`config.mk`:
```
export PLATFORM = sky130hd
export DESIGN_NAME = cfgrom_reader
export DESIGN_NICKNAME = d
export VERILOG_FILES = /design/src/rtl/cfgrom_pkg.sv /design/src/rtl/cfgrom_mem.sv /design/src/rtl/cfgrom_por.sv /design/src/rtl/cfgrom_seq.sv /design/src/rtl/cfgrom_reader.sv
export SDC_FILE = /design/constraint.sdc
export NUM_CORES = 1
export LEC_CHECK = 0
export BUFFER_PORTS_ARGS = -buffer_cell sky130_fd_sc_hd__buf_2
export CAP_MARGIN = 20
export CORE_MARGIN = 8
export CORE_UTILIZATION = 57
export CTS_CLUSTER_SIZE = 25
export DETAILED_ROUTE_END_ITERATION = 8
export PLACE_DENSITY = 0.72
export SLEW_MARGIN = 30
export SYNTH_ARGS = -nofsm -noshare
export SYNTH_HDL_FRONTEND = slang
export SYNTH_SLANG_ARGS = --single-unit
export TNS_END_PERCENT = 20
```
`constraint.sdc`:
```
create_clock -name clk -period 3.3 [get_ports clk]
set_clock_uncertainty 0.05 [all_clocks]
set_input_delay 0.825 -clock clk [delete_from_list [all_inputs] [get_ports clk]]
set_output_delay 0.825 -clock clk [all_outputs]
set_load 0.005 [all_outputs]
```
`src/rtl/cfgrom_pkg.sv`:
```
package cfgrom_pkg;
  localparam int BYTE_W = 8;
  localparam int BIT_W  = $clog2(BYTE_W);

  // Range selection captured while the counters are cleared
  typedef struct packed {
    logic       paged;
    logic [1:0] idx;
  } page_cfg_t;
endpackage

```
`src/rtl/cfgrom_mem.sv`:
```
module cfgrom_mem
  import cfgrom_pkg::*;
#(
  parameter int DEPTH = 64,
  parameter int AW    = $clog2(DEPTH)
) (
  input  logic              clk,
  input  logic              we,
  input  logic [AW-1:0]     waddr,
  input  logic [BYTE_W-1:0] wdata,
  input  logic [AW-1:0]     raddr,
  output logic [BYTE_W-1:0] rdata
);
  logic [BYTE_W-1:0] store [DEPTH];

  // Single write port plus registered read: maps onto a block RAM
  always_ff @(posedge clk) begin
    if (we) store[waddr] <= wdata;
    rdata <= store[raddr];
  end
endmodule

```
`src/rtl/cfgrom_por.sv`:
```
module cfgrom_por #(
  parameter int POR_CYCLES = 8,
  localparam int CW = $clog2(POR_CYCLES + 1)
) (
  input  logic clk,
  input  logic rst,
  output logic ready
);
  logic [CW-1:0] cnt_q;

  always_ff @(posedge clk) begin
    if (rst) begin
      cnt_q <= '0;
      ready <= 1'b0;
    end else if (!ready) begin
      if (cnt_q == CW'(POR_CYCLES - 1)) ready <= 1'b1;
      else                              cnt_q <= cnt_q + 1'b1;
    end
  end
endmodule

```
`src/rtl/cfgrom_seq.sv`:
```
module cfgrom_seq
  import cfgrom_pkg::*;
#(
  parameter int DEPTH = 64,
  parameter int AW    = $clog2(DEPTH)
) (
  input  logic              clk,
  input  logic              rst,
  input  logic              ready,
  input  logic              boot_mode,
  input  logic              csel_n,
  input  logic              clr_n_oe,
  input  logic              page_mode,
  input  logic [1:0]        page_idx,
  input  logic [BYTE_W-1:0] rd_byte,
  output logic [AW-1:0]     addr_nxt,
  output logic              dout,
  output logic              dout_oe,
  output logic              chain_n
);
  logic [AW-1:0]    addr_q;
  logic [BIT_W-1:0] bit_q, bit_nxt;
  logic             done_q, done_nxt;
  page_cfg_t        pg_q, pg_nxt, pg_live;
  logic             clear, shifting;

  function automatic logic [AW-1:0] range_lo(page_cfg_t c);
    return c.paged ? {c.idx, {(AW-2){1'b0}}} : '0;
  endfunction

  function automatic logic [AW-1:0] range_hi(page_cfg_t c);
    return c.paged ? {c.idx, {(AW-2){1'b1}}} : '1;
  endfunction

  // Programming mode hides the page inputs
  always_comb begin
    pg_live       = '0;
    pg_live.paged = boot_mode & page_mode;
    pg_live.idx   = boot_mode ? page_idx : 2'b00;
  end

  assign clear    = !ready || (boot_mode && !clr_n_oe);
  assign shifting = ready && boot_mode && !csel_n && clr_n_oe && !done_q;

  always_comb begin
    addr_nxt = addr_q;
    bit_nxt  = bit_q;
    done_nxt = done_q;
    pg_nxt   = pg_q;
    if (clear) begin
      pg_nxt   = pg_live;
      addr_nxt = range_lo(pg_live);
      bit_nxt  = '0;
      done_nxt = 1'b0;
    end else if (shifting) begin
      bit_nxt = bit_q + 1'b1;
      if (bit_q == BIT_W'(BYTE_W - 1)) begin
        if (addr_q == range_hi(pg_q)) done_nxt = 1'b1;
        else                          addr_nxt = addr_q + 1'b1;
      end
    end
  end

  always_ff @(posedge clk) begin
    if (rst) begin
      addr_q <= '0;
      bit_q  <= '0;
      done_q <= 1'b0;
      pg_q   <= '0;
    end else begin
      addr_q <= addr_nxt;
      bit_q  <= bit_nxt;
      done_q <= done_nxt;
      pg_q   <= pg_nxt;
    end
  end

  // Registered line outputs
  always_ff @(posedge clk) begin
    if (rst) begin
      dout    <= 1'b0;
      dout_oe <= 1'b0;
      chain_n <= 1'b1;
    end else if (shifting) begin
      dout    <= rd_byte[bit_q];
      dout_oe <= 1'b1;
      chain_n <= 1'b1;
    end else begin
      dout    <= 1'b0;
      dout_oe <= 1'b0;
      chain_n <= (ready && boot_mode && clr_n_oe && done_q) ? csel_n : 1'b1;
    end
  end
endmodule

```
`src/rtl/cfgrom_reader.sv`:
```
module cfgrom_reader
  import cfgrom_pkg::*;
#(
  parameter int DEPTH      = 64,
  parameter int POR_CYCLES = 8,
  parameter int AW         = $clog2(DEPTH)
) (
  input  logic              clk,
  input  logic              rst,
  input  logic              wr_en,
  input  logic [AW-1:0]     wr_addr,
  input  logic [BYTE_W-1:0] wr_data,
  input  logic              boot_mode,
  input  logic              csel_n,
  input  logic              clr_n_oe,
  input  logic              page_mode,
  input  logic [1:0]        page_idx,
  output logic              dout,
  output logic              dout_oe,
  output logic              chain_n,
  output logic              ready
);
  logic [AW-1:0]     addr_nxt;
  logic [BYTE_W-1:0] rd_byte;

  cfgrom_por #(.POR_CYCLES(POR_CYCLES)) i_por (
    .clk(clk), .rst(rst), .ready(ready)
  );

  cfgrom_mem #(.DEPTH(DEPTH), .AW(AW)) i_mem (
    .clk(clk), .we(wr_en), .waddr(wr_addr), .wdata(wr_data),
    .raddr(addr_nxt), .rdata(rd_byte)
  );

  cfgrom_seq #(.DEPTH(DEPTH), .AW(AW)) i_seq (
    .clk(clk), .rst(rst), .ready(ready), .boot_mode(boot_mode),
    .csel_n(csel_n), .clr_n_oe(clr_n_oe), .page_mode(page_mode),
    .page_idx(page_idx), .rd_byte(rd_byte), .addr_nxt(addr_nxt),
    .dout(dout), .dout_oe(dout_oe), .chain_n(chain_n)
  );
endmodule

```
==> impl_results.md <==
* Status: finished with violations
* Violated checks: setup timing
* CTS tree: done
* Final TNS setup at -2.18 ps
* Worst-Margin Slew at 882 ps
* Top cell type's share of synthesized area at 0.703
* CTS Root Cell: clkbuf_16
* R2r startpoint: i_seq.addr_q[5]
* Crit path required time at 3730 ps
* Grt ovf at 0
* Die area at 44900 um^2
* R2r worst-path depth at 13
* Reg-to-reg endpoint: i_mem.rdata[5]
* #FFs+latches synth at 541
* Netlist Area Pre-Place at 21900 um^2
* Synth cell types at 72
* Die Span Y at 212 um
* # fillers at 2409
* Final Util at 0.707
* Number of clock sinks at 541
* CP Class: register to register
* Final period util at 1.00
* Remaining antenna violation count at 0
* Die Wd at 212 um
* Final setup margin at -2.18 ps
* Crit-path cells: nand3b_1, o41a_4, a21boi_4, buf_6, o21ai_4, a21o_4, buf_4, nor2_4, buf_6, and3_4, a2111oi_4, a22o_1, or4_4
* Initial antenna violation count at 0
* Post-synthesis sequential area ratio at 0.730
* Layout area overhead at 22.1%
* Wire per inst at 24.3 um
* Largest net degree at the start of global routing at 65
* Worst Setup EP: i_mem.rdata[5]
* FMAX at 303 MHz
* Leakage at 9.53 nW
* Pre-antenna DRT Iters at 6
* Unrepaired setup endpoints after global routing: true
* CP max-delay cell: or4_4
* Slew headroom at 0.412
* CP Launch Type: register
* Vias per cell at 6.13
* 1st-iter DRT viols at 1729
* CP bufs+invs at 3
* Synth Instances at 1600
* Peak VDD IR at 0.485 mV
* Clock Tree Buf Depth at 3
* First-pass GRT wire length at 85700 um
* FP Rows at 71
* Routed WL at 58600 um
* Syn Nets at 1627
* Most common cell on crit path: buf_6
* WP data arrival at 3730 ps
* Fin area at 26700 um^2
* Number of global-route vias before repair at 14400
* Hold crit path type: input pin to register
* Crit path time final at 3300 ps
* Final setup violation count at 1
* Cell family with most CP delay: simple AND/OR/NAND/NOR gates
* R2r setup slk at -2 ps
* H-tree levels at 2
* Pwr dens at 509 nW/um^2
* DRC at 0
* Cell count along the critical path at 13
* Synth area leaders: edfxtp_1 70%, nand2_1 6.3%, mux2i_1 2.7%, dfxtp_1 2.7%, nand3_1 2.5%
* Clock Latency Late Sink at 610 ps
* Largest fanout on the critical path at 7
* Final hold viol count at 0
* Starting Density at 0.579
* Placed cell areas at 24200 um^2
* Top FF cell, synth: edfxtp_1
* Via count at 14800
* Routability cong. at 0.914
* Final HPWL DP at 36600 um
* Post-synth EDFFs at 512
* Setup crit start: i_seq.addr_q[5]
* Final Max Tran Viols at 0
* PortBufs at 26
* Global Route Usage Sum at 0.253
* Post-synthesis async set-or-reset flop share at 0
* Post-synth top area cell: edfxtp_1
* IO Count at 27
* Core area at 37800 um^2
* Avg Inst Size Synth at 13.7 um^2
* Layout Nets at 1887
* Ant diodes at 0
* Num CTS Buffers at 53
* Max Cap Violations at 0
* Yosys warning total at 0
* Crit-path max cell delay at 510 ps
* Reg clk slew, reported paths at 60 ps
* Layout cells sized above 1 at 0.252
* Crit. End Element: register
[cells by family (layout without fill, tap and decap cells)]
group,Yosys count,count (layout),synth area share
simple gates,682,682,0.139
mux,68,68,0.0358
xor+xnor,7,7,0.00280
fa+ha+maj,4,4,0.00229
flops,541,541,0.730
buf+inv,97,400,0.0252
compound gates,201,201,0.0656
[area by class of cell]
cell class | instances | area (um^2) | area share
Clock buffer | 67 | 1390 | 0.0520
Clock inverter | 31 | 224 | 0.00839
Inverter | 3 | 11.3 | 0.000422
Multi-Input combinational cell | 962 | 5900 | 0.221
Sequential cell | 541 | 16000 | 0.598
Tap cell | 511 | 639 | 0.0239
Timing Repair Buffer | 299 | 2580 | 0.0965
[cells in the final DEF (no fill, tap or decap), types with 4 or more instances in the layout]
master	instances
a21o_1	8
a21oi_1	32
a22oi_1	11
a22oi_2	8
a31oi_1	49
a32oi_1	19
and3_1	29
and3_4	4
and4_1	5
buf_12	23
buf_2	26
buf_4	230
buf_6	16
clkbuf_1	13
clkbuf_16	55
clkinv_1	10
clkinv_2	13
dfxtp_1	23
dfxtp_2	6
edfxtp_1	512
mux2i_1	49
mux2i_2	9
mux4_2	8
nand2_1	363
nand3_1	103
nand3_2	5
nand4_1	21
nand4b_1	4
nor2_1	89
nor2_4	5
nor2b_1	6
nor3_1	8
nor4_1	4
o211ai_1	13
o21ai_0	5
o21ai_4	5
[worst min-delay path by stage]
| stage | startpoint | to | depth (start not counted) | slack, ps |
|---|---|---|---|---|
| floorplan | i_seq.pg_q[2] | i_seq.pg_q[2] | 2 | 440 |
| detailed placement | i_por.cnt_q[1] | i_por.cnt_q[1] | 2 | 480 |
| global route | page_idx[0] | i_seq.pg_q[0] | 3 | 500 |
| global placement | i_por.cnt_q[1] | i_por.cnt_q[1] | 2 | 460 |
| CTS | page_idx[0] | i_seq.pg_q[0] | 3 | 460 |
| finish | page_idx[0] | i_seq.pg_q[0] | 3 | 460 |
[synth_stat cells (all sizes together) (4+ instances only)]
| library cell | number |
|---|---|
| a21oi | 36 |
| a32oi | 22 |
| buf | 67 |
| nand3 | 109 |
| a2111oi | 6 |
| a31oi | 52 |
| mux2i | 59 |
| clkbuf | 27 |
| nor3 | 10 |
| nand4b | 4 |
| edfxtp | 512 |
| nor4 | 4 |
| o21ai | 14 |
| dfxtp | 29 |
| ha | 4 |
| nand2 | 367 |
| and3 | 33 |
| o311ai | 4 |
| o211ai | 13 |
| nand4 | 21 |
| nor2b | 6 |
| or4 | 5 |
| mux4 | 8 |
| nand2b | 5 |
| a21o | 9 |
| and2 | 4 |
| a211oi | 4 |
| a22oi | 19 |
| or3 | 4 |
| nor2 | 97 |
| and4 | 5 |
| xor2 | 4 |
[power breakdown]
group	internal, mW	switching (mW)
Clock	3.14	2.53
Combinational	0.0932	0.238
Sequential	7.56	0.0195
[layer usage]
| layer | track usage | vias to the layer above | routed length, um |
|---|---|---|---|
| met5 | 0 | - | 0 |
| met4 | 0.126 | 0 | 2520 |
| met3 | 0.0524 | 154 | 5650 |
| met2 | 0.386 | 823 | 27300 |
| met1 | 0.344 | 7289 | 23100 |
| li1 | - | 6535 | - |
[stage by stage]
step                      power [mW]  setup slack, ps  hold slack, ps  instances
after floorplan                 7.81             41.8             435       1600
final                           13.6            -2.18             465       2414
after global placement          8.03             -422             461       2284
after global routing            13.9             -110             503       2414
after detailed placement        8.04             -493             476       2284
after CTS                       13.6            -4.07             457       2398
[worst register-to-register path: cells and delay by family, from the launching register on]
family                 cells  cell delay, ps
AO/OA/AOI/OAI              6            1060
buffers and inverters      3             460
flip-flops                 1             500
AND/OR/NAND/NOR            4            1110
[state kept, by name (all words and copies together), names as in the netlist]
name,cells
i_mem.rdata,8
i_mem.store,512
i_por.cnt_q,4
i_por.ready,1
i_seq.addr_q,6
i_seq.bit_q,3
i_seq.chain_n,1
i_seq.done_q,1
i_seq.dout,1
i_seq.dout_oe,1
i_seq.pg_q,3
[repair_timing]
item | CTS | global route
hold buffers | 0 | 0
buffers inserted | 15 | 19
pin swaps | 19 | 30
gates resized for setup | 62 | 70
endpoints found under the setup margin | 8 | 8
gates cloned | 1 | 2
(Power assumes the default switching activity.)
